File: config.mk
export PLATFORM = sky130hd
export DESIGN_NAME = limit_timer
export DESIGN_NICKNAME = d
export VERILOG_FILES = /design/src/rtl/ltm_pkg.sv /design/src/rtl/ltm_count.sv /design/src/rtl/ltm_flags.sv /design/src/rtl/ltm_regs.sv /design/src/rtl/limit_timer.sv
export SDC_FILE = /design/constraint.sdc
export NUM_CORES = 1
export LEC_CHECK = 0
export CORE_ASPECT_RATIO = 0.9
export CORE_MARGIN = 2
export CORE_UTILIZATION = 54
export CTS_CLUSTER_SIZE = 8
export DETAILED_ROUTE_END_ITERATION = 8
export GPL_TIMING_DRIVEN = 0
export PLACE_DENSITY = 0.82
export SETUP_SLACK_MARGIN = 0.3
export SYNTH_ARGS = -nofsm -noshare
export SYNTH_HDL_FRONTEND = slang
export SYNTH_SLANG_ARGS = --single-unit
File: constraint.sdc
create_clock -name clk -period 3.8 [get_ports clk]
set_input_delay 0.57 -clock clk [delete_from_list [all_inputs] [get_ports clk]]
set_output_delay 0.57 -clock clk [all_outputs]
set_load 0.02 [all_outputs]
File: src/rtl/ltm_pkg.sv
package ltm_pkg;
  localparam int unsigned OFF_LIMIT      = 0;
  localparam int unsigned OFF_COUNT      = 1;
  localparam int unsigned OFF_LIMIT_KEEP = 2;

  typedef struct packed {
    logic wr_limit_rst;
    logic wr_limit_keep;
    logic rd_limit;
  } reg_op_t;
endpackage

File: src/rtl/ltm_count.sv
module ltm_count #(
  parameter int unsigned CNT_W = 22
) (
  input  logic             clk,
  input  logic             rst_n,
  input  logic             tick,
  input  logic             restart,
  input  logic [CNT_W-1:0] limit,
  output logic [CNT_W-1:0] count,
  output logic             hit
);
  localparam logic [CNT_W-1:0] TOP = {CNT_W{1'b1}};

  logic [CNT_W-1:0] cnt_inc;
  logic [CNT_W-1:0] cnt_nxt;
  logic             armed;

  assign cnt_inc = count + 1'b1;
  assign armed   = (limit != '0);

  always_comb begin
    cnt_nxt = count;
    hit     = 1'b0;
    if (restart) begin
      cnt_nxt = '0;
    end else if (tick) begin
      if (armed && count == limit) begin
        cnt_nxt = '0;
      end else if (count == TOP) begin
        cnt_nxt = '0;
      end else begin
        cnt_nxt = cnt_inc;
        hit     = armed && (cnt_inc == limit);
      end
    end
  end

  always_ff @(posedge clk or negedge rst_n) begin
    if (!rst_n) count <= '0;
    else        count <= cnt_nxt;
  end

  AST_IDLE_HOLD: assert property (@(posedge clk) disable iff (!rst_n) (!tick && !restart) |=> $stable(count));
  AST_RESTART_ZERO: assert property (@(posedge clk) disable iff (!rst_n) restart |=> (count == '0));
endmodule

File: src/rtl/ltm_flags.sv
module ltm_flags (
  input  logic clk,
  input  logic rst_n,
  input  logic hit,
  input  logic clr_rd,
  input  logic clr_wr,
  output logic reached,
  output logic irq
);
  always_ff @(posedge clk or negedge rst_n) begin
    if (!rst_n) begin
      reached <= 1'b0;
      irq     <= 1'b0;
    end else begin
      if (hit)         reached <= 1'b1;
      else if (clr_rd) reached <= 1'b0;
      if (hit)                  irq <= 1'b1;
      else if (clr_rd || clr_wr) irq <= 1'b0;
    end
  end

  AST_IRQ_HELD: assert property (@(posedge clk) disable iff (!rst_n) (irq && !clr_rd && !clr_wr) |=> irq);
  AST_FLAG_STICKY: assert property (@(posedge clk) disable iff (!rst_n) (reached && !clr_rd) |=> reached);
endmodule

File: src/rtl/ltm_regs.sv
module ltm_regs
  import ltm_pkg::*;
#(
  parameter int unsigned DATA_W = 32,
  parameter int unsigned FRAC_W = 9,
  parameter int unsigned ADDR_W = 3,
  parameter int unsigned CNT_W  = DATA_W - 1 - FRAC_W
) (
  input  logic              clk,
  input  logic              rst_n,
  input  logic              reg_en,
  input  logic              reg_we,
  input  logic [ADDR_W-1:0] reg_addr,
  input  logic [DATA_W-1:0] reg_wdata,
  input  logic [CNT_W-1:0]  count,
  input  logic              reached,
  output logic [CNT_W-1:0]  limit,
  output reg_op_t           op,
  output logic [DATA_W-1:0] reg_rdata
);
  logic is_rd;
  logic is_wr;
  logic wdata_unused;

  assign is_rd = reg_en && !reg_we;
  assign is_wr = reg_en &&  reg_we;
  assign wdata_unused = ^{reg_wdata[DATA_W-1], reg_wdata[FRAC_W-1:0]};

  always_comb begin
    op.wr_limit_rst  = is_wr && (reg_addr == ADDR_W'(OFF_LIMIT));
    op.wr_limit_keep = is_wr && (reg_addr == ADDR_W'(OFF_LIMIT_KEEP));
    op.rd_limit      = is_rd && (reg_addr == ADDR_W'(OFF_LIMIT));
  end

  always_ff @(posedge clk or negedge rst_n) begin
    if (!rst_n) begin
      limit <= '0;
    end else if (op.wr_limit_rst || op.wr_limit_keep) begin
      limit <= reg_wdata[FRAC_W +: CNT_W];
    end
  end

  always_ff @(posedge clk or negedge rst_n) begin
    if (!rst_n) begin
      reg_rdata <= '0;
    end else if (is_rd) begin
      if (reg_addr == ADDR_W'(OFF_LIMIT))
        reg_rdata <= {1'b0, limit, {FRAC_W{1'b0}}};
      else if (reg_addr == ADDR_W'(OFF_COUNT))
        reg_rdata <= {reached, count, {FRAC_W{1'b0}}};
      else
        reg_rdata <= '0;
    end
  end

  AST_RD_HOLD: assert property (@(posedge clk) disable iff (!rst_n) !is_rd |=> $stable(reg_rdata));
  AST_RD_LOW_ZERO: assert property (@(posedge clk) disable iff (!rst_n) is_rd |=> (reg_rdata[FRAC_W-1:0] == '0));
endmodule

File: src/rtl/limit_timer.sv
module limit_timer
  import ltm_pkg::*;
#(
  parameter int unsigned DATA_W = 32,
  parameter int unsigned FRAC_W = 9,
  parameter int unsigned ADDR_W = 3
) (
  input  logic              clk,
  input  logic              rst_n,
  input  logic              tick,
  input  logic              reg_en,
  input  logic              reg_we,
  input  logic [ADDR_W-1:0] reg_addr,
  input  logic [DATA_W-1:0] reg_wdata,
  output logic [DATA_W-1:0] reg_rdata,
  output logic              irq
);
  localparam int unsigned CNT_W = DATA_W - 1 - FRAC_W;

  logic [CNT_W-1:0] limit;
  logic [CNT_W-1:0] count;
  logic             hit;
  logic             reached;
  reg_op_t          op;

  ltm_regs #(.DATA_W(DATA_W), .FRAC_W(FRAC_W), .ADDR_W(ADDR_W), .CNT_W(CNT_W)) u_regs (
    .clk(clk), .rst_n(rst_n), .reg_en(reg_en), .reg_we(reg_we), .reg_addr(reg_addr),
    .reg_wdata(reg_wdata), .count(count), .reached(reached), .limit(limit), .op(op),
    .reg_rdata(reg_rdata)
  );

  ltm_count #(.CNT_W(CNT_W)) u_count (
    .clk(clk), .rst_n(rst_n), .tick(tick), .restart(op.wr_limit_rst), .limit(limit),
    .count(count), .hit(hit)
  );

  ltm_flags u_flags (
    .clk(clk), .rst_n(rst_n), .hit(hit), .clr_rd(op.rd_limit), .clr_wr(op.wr_limit_rst),
    .reached(reached), .irq(irq)
  );

  AST_FREE_QUIET: assert property (@(posedge clk) disable iff (!rst_n) (limit == '0 && !reached) |=> !reached);
  AST_ACK_LOWERS: assert property (@(posedge clk) disable iff (!rst_n) (reg_en && !reg_we && reg_addr == '0 && !hit) |=> !irq);
  AST_WRITE_LOWERS: assert property (@(posedge clk) disable iff (!rst_n) (reg_en && reg_we && reg_addr == '0) |=> !irq);
endmodule

==> flow_summary.toml, run 1 <==
[drt]
drc = 0
via_count = 3839
wirelength_mm = 12.31
post_drt_via_cell_ratio = 6.398
drt_iter0_markers = 520
avgRoutedWirePerCell_um = 20.52
firstDrtPassIters = 6
ant_nets = 0

[synth]
yosysTopAreaCellShare_pct = 42.29
yosysTopAreaCell = "dfrtp_1"
async_reset_ff_share_pct = 100.0
yosysSeqAreaShare_pct = 42.29
ys_ff_latch = 69
synth_area_per_cell_um2 = 9.561
synth_edf_count = 0
synth_area_mm2 = 0.004083
synth_cells = 427
synth_common_cells = "69 x dfrtp_1, 34 x nand2_1, 29 x inv_1"
yosysWarnings = 0
synthDistinctLibCells = 53
synth_area_leaders = "dfrtp_1 42%, mux2_2 5.8%, a222oi_1 5.4%"
synth_ff_type = "dfrtp_1"
synth_most_common_cell = "dfrtp_1"

[cts]
cts-resized-gates = 0
cts_setup_buffers = 0
cts.sinks = 69
cts_buffers = 9
cts_hold_buf = 0
clockRootBuffer = "clkbuf_8"
cts.clk_slew.worst_paths_ns = 0.08
clk_latency_ns = 0.36
cts_tree = "yes"
htreeDepth = 3
clock_path_buffers = 2

[timing]
setup_viol = 0
rsz0062_at_grt = "no"
slew_headroom_pct = 30.38
hold_viol_final = 0
fin_crit_ns = 2.843
fin_hold_ws_ns = 0.3257
min_period_over_period_pct = 74.81
clock_skew_ns = 0.007961
fin_ws_ns = 0.9573
maxSlewViolCount = 0
worst_slew_pin_slew_ns = 1.030
max_freq_ghz = 0.3518

[placement]
post-place-ws_ns = 0.8757
gp_congestion = 0.9130
dpl.hpwl_mm = 8.859
io_buffers = 53

[worst_hold_path]
hp-class = "input pin to async pin"

[critical_path]
cp_cell_sequence = "ha_1 > nand3_1 > nor4_1 > xnor2_1 > o311ai_0 > nor4_1 > nand4_1 > o21ai_1"
startpoint_type = "flip-flop"
cp_slowest_cell = "dfrtp_1"
max_stage_delay_ns = 0.56
critPathCaptureType = "flip-flop"
r2r_slack_ns = 0.96
critPathRequiredTime_ns = 4.09
critPathTopFamily = "simple AND/OR/NAND/NOR gates"
cp.arrival_ns = 3.13
path_common_cell = "nor4_1"
critical_path_class = "flip-flop to flip-flop"
path_max_fanout = 8
cp_num_buf_inv = 0

[global_route]
grt_max_degree = 70
grt.total_usage_pct = 31.04
grt_pass1_wl_mm = 19.24
antenna_found_initial = 0
overflow = 0
grt_pass1_vias = 3688

[flow_run]
cap_viol_max_count = 0

[floorplan]
initial_core_util_pct = 54.93
die_h_um = 86.49
rows = 30
core-area_mm2 = 0.007432
dieArea_mm2 = 0.008273
ios = 73
die_width_um = 95.66

[pwr]
power_density_mw_per_mm2 = 403.3
leakagePower_nw = 2.189
irDropWorstVdd_mv = 0.3126
pwr-share-comb_pct = 24.5
switching_power_mw = 0.6995
clockPowerShare_pct = 28.7
intPower_mw = 1.293
swShare_pct = 35.10
p_seq_share_pct = 46.7

[final_layout]
drive_gt1_share_pct = 15.28
num-nets-final = 540
area_growth_syn_to_layout_pct = 21.02
n_antenna_cell = 0
fillers = 588

[outcome]
status = "finished, final reports clean"
## worst register-to-register path: stages (launching register included)
cell and delay [ns]:
dfrtp_1 0.56, ha_1 0.35, nand3_1 0.28, nor4_1 0.50
xnor2_1 0.17, o311ai_0 0.20, nor4_1 0.35, nand4_1 0.22
o21ai_1 0.14
## final cells by class
type                       count  area, um2  share of cell area [%]
buffer                        42      241.5                   4.887
clock buffer                   9      123.9                   2.507
clock inverter                 7      56.30                   1.140
inverter                      29      108.9                   2.203
multi-input combinational    295       2036                   41.20
sequential                    69       1727                   34.95
tap                           96      120.1                   2.431
timing repair buffer          53      528.0                   10.69
## worst paths after layout
| kind | depth (start not counted) | endpoint | startpoint |
|---|---|---|---|
| setup reg to reg | 8 | u_flags.reached | u_count.count[0] |
| max in group asynchronous | 1 | u_regs.reg_rdata[31] | rst_n |
| min in group clk | 2 | u_regs.reg_rdata[9] | u_regs.reg_rdata[9] |
| hold / removal | 1 | u_count.count[17] | rst_n |
| setup / recovery | 8 | u_flags.reached | u_count.count[0] |
| hold reg to reg | 2 | u_regs.reg_rdata[9] | u_regs.reg_rdata[9] |
## sequential cells by signal, summed over array words and instances, names as in the netlist
signal	count
u_regs.reg_rdata	23
u_flags.irq	1
u_count.count	22
u_flags.reached	1
u_regs.limit	22
## metrics by stage
stage / util [%] / setup TNS, ns / instance area [um2] / instances / power [mW]
after global placement: 64.09 / -7.069 / 4763 / 584 / 1.409
after global routing: 66.48 / 0 / 4941 / 600 / 2.072
after CTS: 66.48 / 0 / 4941 / 600 / 1.986
after detailed placement: 64.06 / 0 / 4761 / 584 / 1.421
final: 66.48 / 0 / 4941 / 600 / 1.993
after floorplan: - / 0 / 4113 / 435 / 1.232
## power by group through the flow
stage / clock [mW] / sequential (mW) / combinational (mW)
after detailed placement: 0 / 0.941 / 0.480
after floorplan: 0 / 0.924 / 0.308
after global placement: 0 / 0.938 / 0.472
after global routing: 0.601 / 0.942 / 0.529
final: 0.573 / 0.931 / 0.489
after CTS: 0.576 / 0.927 / 0.483
## logic make-up after synthesis
logic type	count (synthesis)	synth area share, %
adder cells (fa/ha/maj)	1	0.3064
flip-flops	69	42.29
AO/OA/AOI/OAI	93	16.67
AND/OR/NAND/NOR	138	18.48
buffers and inverters	71	8.581
XOR/XNOR	31	7.294
multiplexers	23	6.283
other	1	0.09185
## layer usage
layer  up-vias  track usage, %  wire (um)
met3        34           7.217       1256
met2       259           45.52       5502
met1      1840           44.88       5182
met5         -               0          0
li1       1706               -          -
met4         0           11.56        370
## cells in the final DEF (no fill, tap or decap), types with 5 or more instances in the layout
cell type | Yosys | routed
a21oi_1 | 13 | 13
a222oi_1 | 22 | 22
buf_2 | 16 | 16
buf_4 | 9 | 10
clkbuf_1 | 13 | 13
clkbuf_8 | 0 | 9
clkdlybuf4s50_1 | 0 | 52
conb_1 | 1 | 9
dfrtp_1 | 69 | 69
inv_1 | 29 | 29
mux2_2 | 21 | 21
nand2_1 | 34 | 34
nand3_1 | 12 | 12
nand4_1 | 12 | 12
nor2_1 | 15 | 15
nor3_1 | 16 | 16
nor4_1 | 17 | 17
o21ai_0 | 22 | 22
o21ai_1 | 9 | 9
o41ai_1 | 5 | 5
xnor2_1 | 14 | 14
xor2_1 | 15 | 15
No activity file was read; power rests on OpenSTA's default activity.
==> inputs of run 2 (changes only) <==
--- a/config.mk
+++ b/config.mk
@@ -7,11 +7,11 @@
 export LEC_CHECK = 0
 export CORE_ASPECT_RATIO = 0.9
 export CORE_MARGIN = 2
-export CORE_UTILIZATION = 54
+export CORE_UTILIZATION = 48
 export CTS_CLUSTER_SIZE = 8
 export DETAILED_ROUTE_END_ITERATION = 8
 export GPL_TIMING_DRIVEN = 0
-export PLACE_DENSITY = 0.82
+export PLACE_DENSITY = 0.77
 export SETUP_SLACK_MARGIN = 0.3
 export SYNTH_ARGS = -nofsm -noshare
 export SYNTH_HDL_FRONTEND = slang
==> constraint.sdc (replaced) <==
create_clock -name clk -period 2.4 [get_ports clk]
set_input_delay 0.36 -clock clk [delete_from_list [all_inputs] [get_ports clk]]
set_output_delay 0.36 -clock clk [all_outputs]
set_load 0.02 [all_outputs]
==> run 2 against run 1 <==
Clock skew up 0.00092 ns. Cell count up 9.2%. Global-route usage up 0.36 points. Setup slack worse by 0.88 ns. Combinational power grew 120%. Clock-buffer cell count increased by 1. Critical path type unchanged. Largest cell class unchanged. Power up 79%. Final area is 21% higher. Clock power increased by 78%. Maximum frequency increased by 22%. Routed wire length up 18%. Critical endpoint unchanged.
==> flow_summary.toml, run 2 (synthesis results as in run 1) <==
[drt]
drt_iter0_markers = 610
ant_nets = 0
post_drt_via_cell_ratio = 6.495
via_count = 4254
firstDrtPassIters = 6
wirelength_mm = 14.51
avgRoutedWirePerCell_um = 22.15
drc = 0

[flow_run]
cap_viol_max_count = 0

[pwr]
leakagePower_nw = 2.652
irDropWorstVdd_mv = 0.4141
power_density_mw_per_mm2 = 594.2

[global_route]
grt_pass1_vias = 4042
overflow = 0
grt_pass1_wl_mm = 22.02
grt.total_usage_pct = 31.39
grt_max_degree = 70
antenna_found_initial = 0

[final_layout]
largest_register = "u_regs.reg_rdata"
n_antenna_cell = 0
top_regs = "u_regs.reg_rdata: 23 flops, u_count.count: 22 flops, u_regs.limit: 22 flops"
largest_reg_flops = 23
fillers = 577
drive_gt1_share_pct = 36.15
final_cell_mix = "60 x dfrtp_1, 57 x buf_4, 52 x clkdlybuf4s50_1"
num-nets-final = 592
final_common_cell = "dfrtp_1"
utilization_pct = 73.69
area_growth_syn_to_layout_pct = 47.01

[cts]
cts_tree = "yes"
clock_path_buffers = 2
htreeDepth = 3
cts_buffers = 9
clk_latency_ns = 0.37
clockRootBuffer = "clkbuf_8"
cts.sinks = 69
cts.clk_slew.worst_paths_ns = 0.08
cts_hold_buf = 0

[placement]
io_buffers = 53
gp_congestion = 0.9940
dpl.hpwl_mm = 9.091

[floorplan]
die_width_um = 101.2
die_h_um = 91.50
core-area_mm2 = 0.008145
dieArea_mm2 = 0.009261
ios = 73
rows = 31
initial_core_util_pct = 50.12

[timing]
fin_crit_ns = 2.325
min_period_over_period_pct = 96.86
max_freq_ghz = 0.4302
fin_hold_ws_ns = 0.07350
hold_viol_final = 0
maxSlewViolCount = 0
slew_headroom_pct = 40.36
clock_skew_ns = 0.008880
worst_slew_pin_slew_ns = 0.8946
setup_viol = 0
rsz0062_at_grt = "yes"
setup_tns_ns = 0

[critical_path]
cp_cell_sequence = "ha_4 > and3_1 > buf_6 > nand4_1 > buf_4 > buf_4 > nor3_1 > nor3_1 > nor4_1 > nand4_1 > o21ai_1"
cp_num_buf_inv = 3
critPathCaptureType = "flip-flop"
critPathTopFamily = "simple AND/OR/NAND/NOR gates"
critical_path_class = "flip-flop to flip-flop"
cp.arrival_ns = 2.62
max_stage_delay_ns = 0.44
path_max_fanout = 7
critPathRequiredTime_ns = 2.69
startpoint_type = "flip-flop"
cp_slowest_cell = "dfrtp_2"

[worst_hold_path]
hp-class = "input pin to async pin"

[outcome]
status = "finished, final reports clean"
-- run 2: cell types whose count changed in the layout (fill, tap and decap cells not counted), moves of 11 or more --
cell and delta:
buf_4 +47, nor4_1 -11, buf_2 -13, o21ai_1 +11, buf_6 +12, o21ai_0 -14
-- run 2: layout make-up --
cell class | count | area [um2] | area share [%]
plain buffers | 42 | 332.8 | 5.545
well taps | 99 | 123.9 | 2.064
inverters | 29 | 108.9 | 1.814
clock buffers | 10 | 137.6 | 2.293
flip-flops and latches | 69 | 1738 | 28.96
repair buffers | 105 | 989.7 | 16.49
multi-input cells | 295 | 2501 | 41.67
clock inverters | 6 | 70.07 | 1.167
-- run 2: power by group --
| group | internal (mW) | total (mW) | switching, mW |
|---|---|---|---|
| sequential | 1.30 | 1.49 | 0.192 |
| combinational | 0.528 | 1.06 | 0.529 |
| clock | 0.515 | 1.02 | 0.507 |
| total | 2.34 | 3.57 | 1.23 |
-- run 2: worst paths after layout --
kind	startpoint	to	slack (ns)	depth (start not counted)
worst max-delay path	u_count.count[0]	u_flags.reached	0.08	11
worst min-delay path	rst_n	u_count.count[5]	0.07	1
worst max register to register	u_count.count[0]	u_flags.reached	0.08	11
worst min register to register	u_flags.irq	u_flags.irq	0.50	2
max in group asynchronous	rst_n	u_count.count[1]	1.64	1
min in group clk	u_flags.irq	u_flags.irq	0.50	2
-- run 2: per-stage QoR --
| stage | std cells | cell area (um2) | power [mW] | setup WS [ns] |
|---|---|---|---|---|
| 6_report | 655 | 6002 | 3.566 | 0.07527 |
| 5_1_grt | 655 | 6002 | 3.695 | 0.02735 |
| 4_1_cts | 643 | 5753 | 3.484 | 0.1218 |
| 3_5_place_dp | 587 | 4778 | 2.277 | -0.3473 |
| 3_3_place_gp | 587 | 4781 | 2.257 | -1.556 |
| 2_1_floorplan | 435 | 4126 | 1.965 | 0.3103 |
-- run 2: per-layer routing --
metal  GRT usage, %  routed length (um)
met2          48.84                6949
met1          42.71                5632
met3          6.543                1530
met4          12.16                 395
met5              0                   0
-- run 2: worst reg2reg max path, stage by stage (launching register included) --
cell and delay (ns):
dfrtp_2 0.44, ha_4 0.20, and3_1 0.18, buf_6 0.13, nand4_1 0.09, buf_4 0.18
buf_4 0.15, nor3_1 0.18, nor3_1 0.11, nor4_1 0.25, nand4_1 0.21, o21ai_1 0.13
-- run 2: timing repair --
action | CTS | global route
endpoints found under the hold margin | 0 | 0
buffers inserted | 38 | 12
pin swaps | 25 | 20
cloned | 2 | 0
gates resized for setup | 107 | 38
setup endpoints to repair | 63 | 59
==> inputs of run 3 (changes only) <==
--- a/config.mk
+++ b/config.mk
@@ -7,11 +7,12 @@
 export LEC_CHECK = 0
 export CORE_ASPECT_RATIO = 0.9
 export CORE_MARGIN = 2
-export CORE_UTILIZATION = 48
+export CORE_UTILIZATION = 54
 export CTS_CLUSTER_SIZE = 8
 export DETAILED_ROUTE_END_ITERATION = 8
+export DONT_BUFFER_PORTS = 1
 export GPL_TIMING_DRIVEN = 0
-export PLACE_DENSITY = 0.77
+export PLACE_DENSITY = 0.72
 export SETUP_SLACK_MARGIN = 0.3
 export SYNTH_ARGS = -nofsm -noshare
 export SYNTH_HDL_FRONTEND = slang
==> constraint.sdc (replaced) <==
create_clock -name clk -period 2.4 [get_ports clk]
set_input_delay 0.36 -clock clk [delete_from_list [all_inputs] [get_ports clk]]
set_output_delay 0.36 -clock clk [all_outputs]
set_load 0.01 [all_outputs]
==> run 3 against run 2 <==
Global-route usage rose by 2.4 points. Sequential power hardly changed. Via count decreased by 6.5%. Critical endpoint unchanged. Cell count down 8.7%. Highest routed layer unchanged. Maximum frequency increased by 1.5%. Sequential cell count unchanged.
==> flow_summary.toml, run 3 (synthesis results as in run 1) <==
[timing]
hold_viol_final = 0
clock_skew_ns = 0.01029
max_freq_ghz = 0.4366
setup_viol = 0
rsz0062_at_grt = "yes"
fin_crit_ns = 2.290
min_period_over_period_pct = 95.43
worst_slew_pin_slew_ns = 0.9456
maxSlewViolCount = 0
slew_headroom_pct = 36.07
setup_tns_ns = 0

[critical_path]
cp_num_buf_inv = 1
critPathTopFamily = "simple AND/OR/NAND/NOR gates"
critPathCaptureType = "flip-flop"
critPathRequiredTime_ns = 2.67
r2r_slack_ns = 0.11
max_stage_delay_ns = 0.53
path_max_fanout = 6
cp_slowest_cell = "or4_4"
reg2reg_depth = 8
r2r_start = "u_count.count[9]"
reg2reg_to = "u_flags.reached"
cp.arrival_ns = 2.56
cp_cell_sequence = "and3_1 > buf_2 > or4_4 > a21oi_2 > nor3_1 > nor4_2 > nand4_1 > o21ai_1"
crit_start = "u_count.count[9]"
critical_path_class = "flip-flop to flip-flop"
startpoint_type = "flip-flop"

[floorplan]
die_h_um = 86.49
core-area_mm2 = 0.007432
dieArea_mm2 = 0.008273
ios = 73
initial_core_util_pct = 54.93
die_width_um = 95.66
rows = 30

[worst_hold_path]
hp-class = "input pin to flip-flop"
min-delay-start = "reg_wdata[20]"
holdPathStages = 2
min_to = "u_regs.limit[11]"

[pwr]
leakagePower_nw = 2.384
irDropWorstVdd_mv = 0.5370
power_density_mw_per_mm2 = 631.4

[cts]
clk_latency_ns = 0.34
clockRootBuffer = "clkbuf_8"
cts_buffers = 9
clock_path_buffers = 2
cts_tree = "yes"
cts.sinks = 69
htreeDepth = 3
cts.clk_slew.worst_paths_ns = 0.08

[final_layout]
fillers = 514
num-nets-final = 539
top_regs = "u_regs.reg_rdata: 23 flops, u_count.count: 22 flops, u_regs.limit: 22 flops"
largest_register = "u_regs.reg_rdata"
drive_gt1_share_pct = 38.45
multi_input_area_mm2 = 0.002425
stdcell_count = 598
final_cell_mix = "56 x buf_4, 56 x dfrtp_1, 31 x nand2_1"
largest_reg_flops = 23
n_antenna_cell = 0
seqCellArea_mm2 = 0.001743
utilization_pct = 72.36
area_growth_syn_to_layout_pct = 31.72

[global_route]
antenna_found_initial = 0
grt_max_degree = 70
grt_pass1_wl_mm = 20.77
grt.total_usage_pct = 33.75
overflow = 0
grt_pass1_vias = 3724

[placement]
gp_congestion = 0.9641
io_buffers = 0
placed_cells = 531
dpl.hpwl_mm = 8.730

[drt]
drt_iter0_markers = 464
avgRoutedWirePerCell_um = 22.71
firstDrtPassIters = 9
post_drt_via_cell_ratio = 6.652
drc = 0
via_count = 3978
wirelength_mm = 13.58
ant_nets = 0

[flow_run]
cap_viol_max_count = 0

[outcome]
status = "finished, final reports clean"
[run 3: layout make-up]
cell class | count | share of cell area (%)
buffer | 42 | 6.282
clock buffer | 10 | 2.559
clock inverter | 5 | 1.117
timing repair buffer | 52 | 8.283
sequential | 69 | 32.41
tap | 96 | 2.234
inverter | 29 | 2.024
multi-input combinational | 295 | 45.09
[run 3: per-layer routing]
layer / vias to the layer above / part of all wire, % / GRT usage [%]
met1: 1936 / 40 / 47.83
met3: 44 / 11 / 9.391
li1: 1713 / - / -
met4: 0 / 3.3 / 11.43
met5: - / 0 / 0
met2: 285 / 45 / 50.16
[run 3: worst max-delay path by stage]
stage	to	slack [ns]	cells after the start
floorplan	u_flags.reached	0.31	9
global placement	u_flags.reached	-0.37	9
detailed placement	u_flags.reached	-0.39	9
CTS	u_count.count[9]	0.21	10
global route	u_flags.reached	0.05	8
finish	u_flags.reached	0.11	8
[run 3: where the power goes]
group / leakage [nW] / internal [mW] / switching (mW)
registers: 0.893 / 1.30 / 0.208
logic: 1.39 / 0.449 / 0.463
clock network: 0.0987 / 0.507 / 0.472
total: 2.38 / 2.25 / 1.14
[run 3: per-stage QoR]
| stage | power, mW | setup slack, ns | hold slack, ns | area, um2 |
|---|---|---|---|---|
| 2_1_floorplan | 1.939 | 0.3103 | 0.06441 | 4126 |
| 3_3_place_gp | 2.109 | -0.3663 | 0.06682 | 4247 |
| 3_5_place_dp | 2.132 | -0.3878 | 0.06719 | 4247 |
| 4_1_cts | 3.304 | 0.2052 | 0.1287 | 5067 |
| 5_1_grt | 3.516 | 0.04575 | 0.1455 | 5378 |
| 6_report | 3.396 | 0.1098 | 0.1356 | 5378 |
[run 3: repair_timing]
action                                  in CTS  in global routing
endpoints found under the setup margin      24                 36
hold buffers                                 2                  0
setup buffers                               31                 16
gates cloned                                 2                  1
pin swaps                                   25                 19
hold endpoints to repair                    69                  0
gates resized for setup                     91                 49
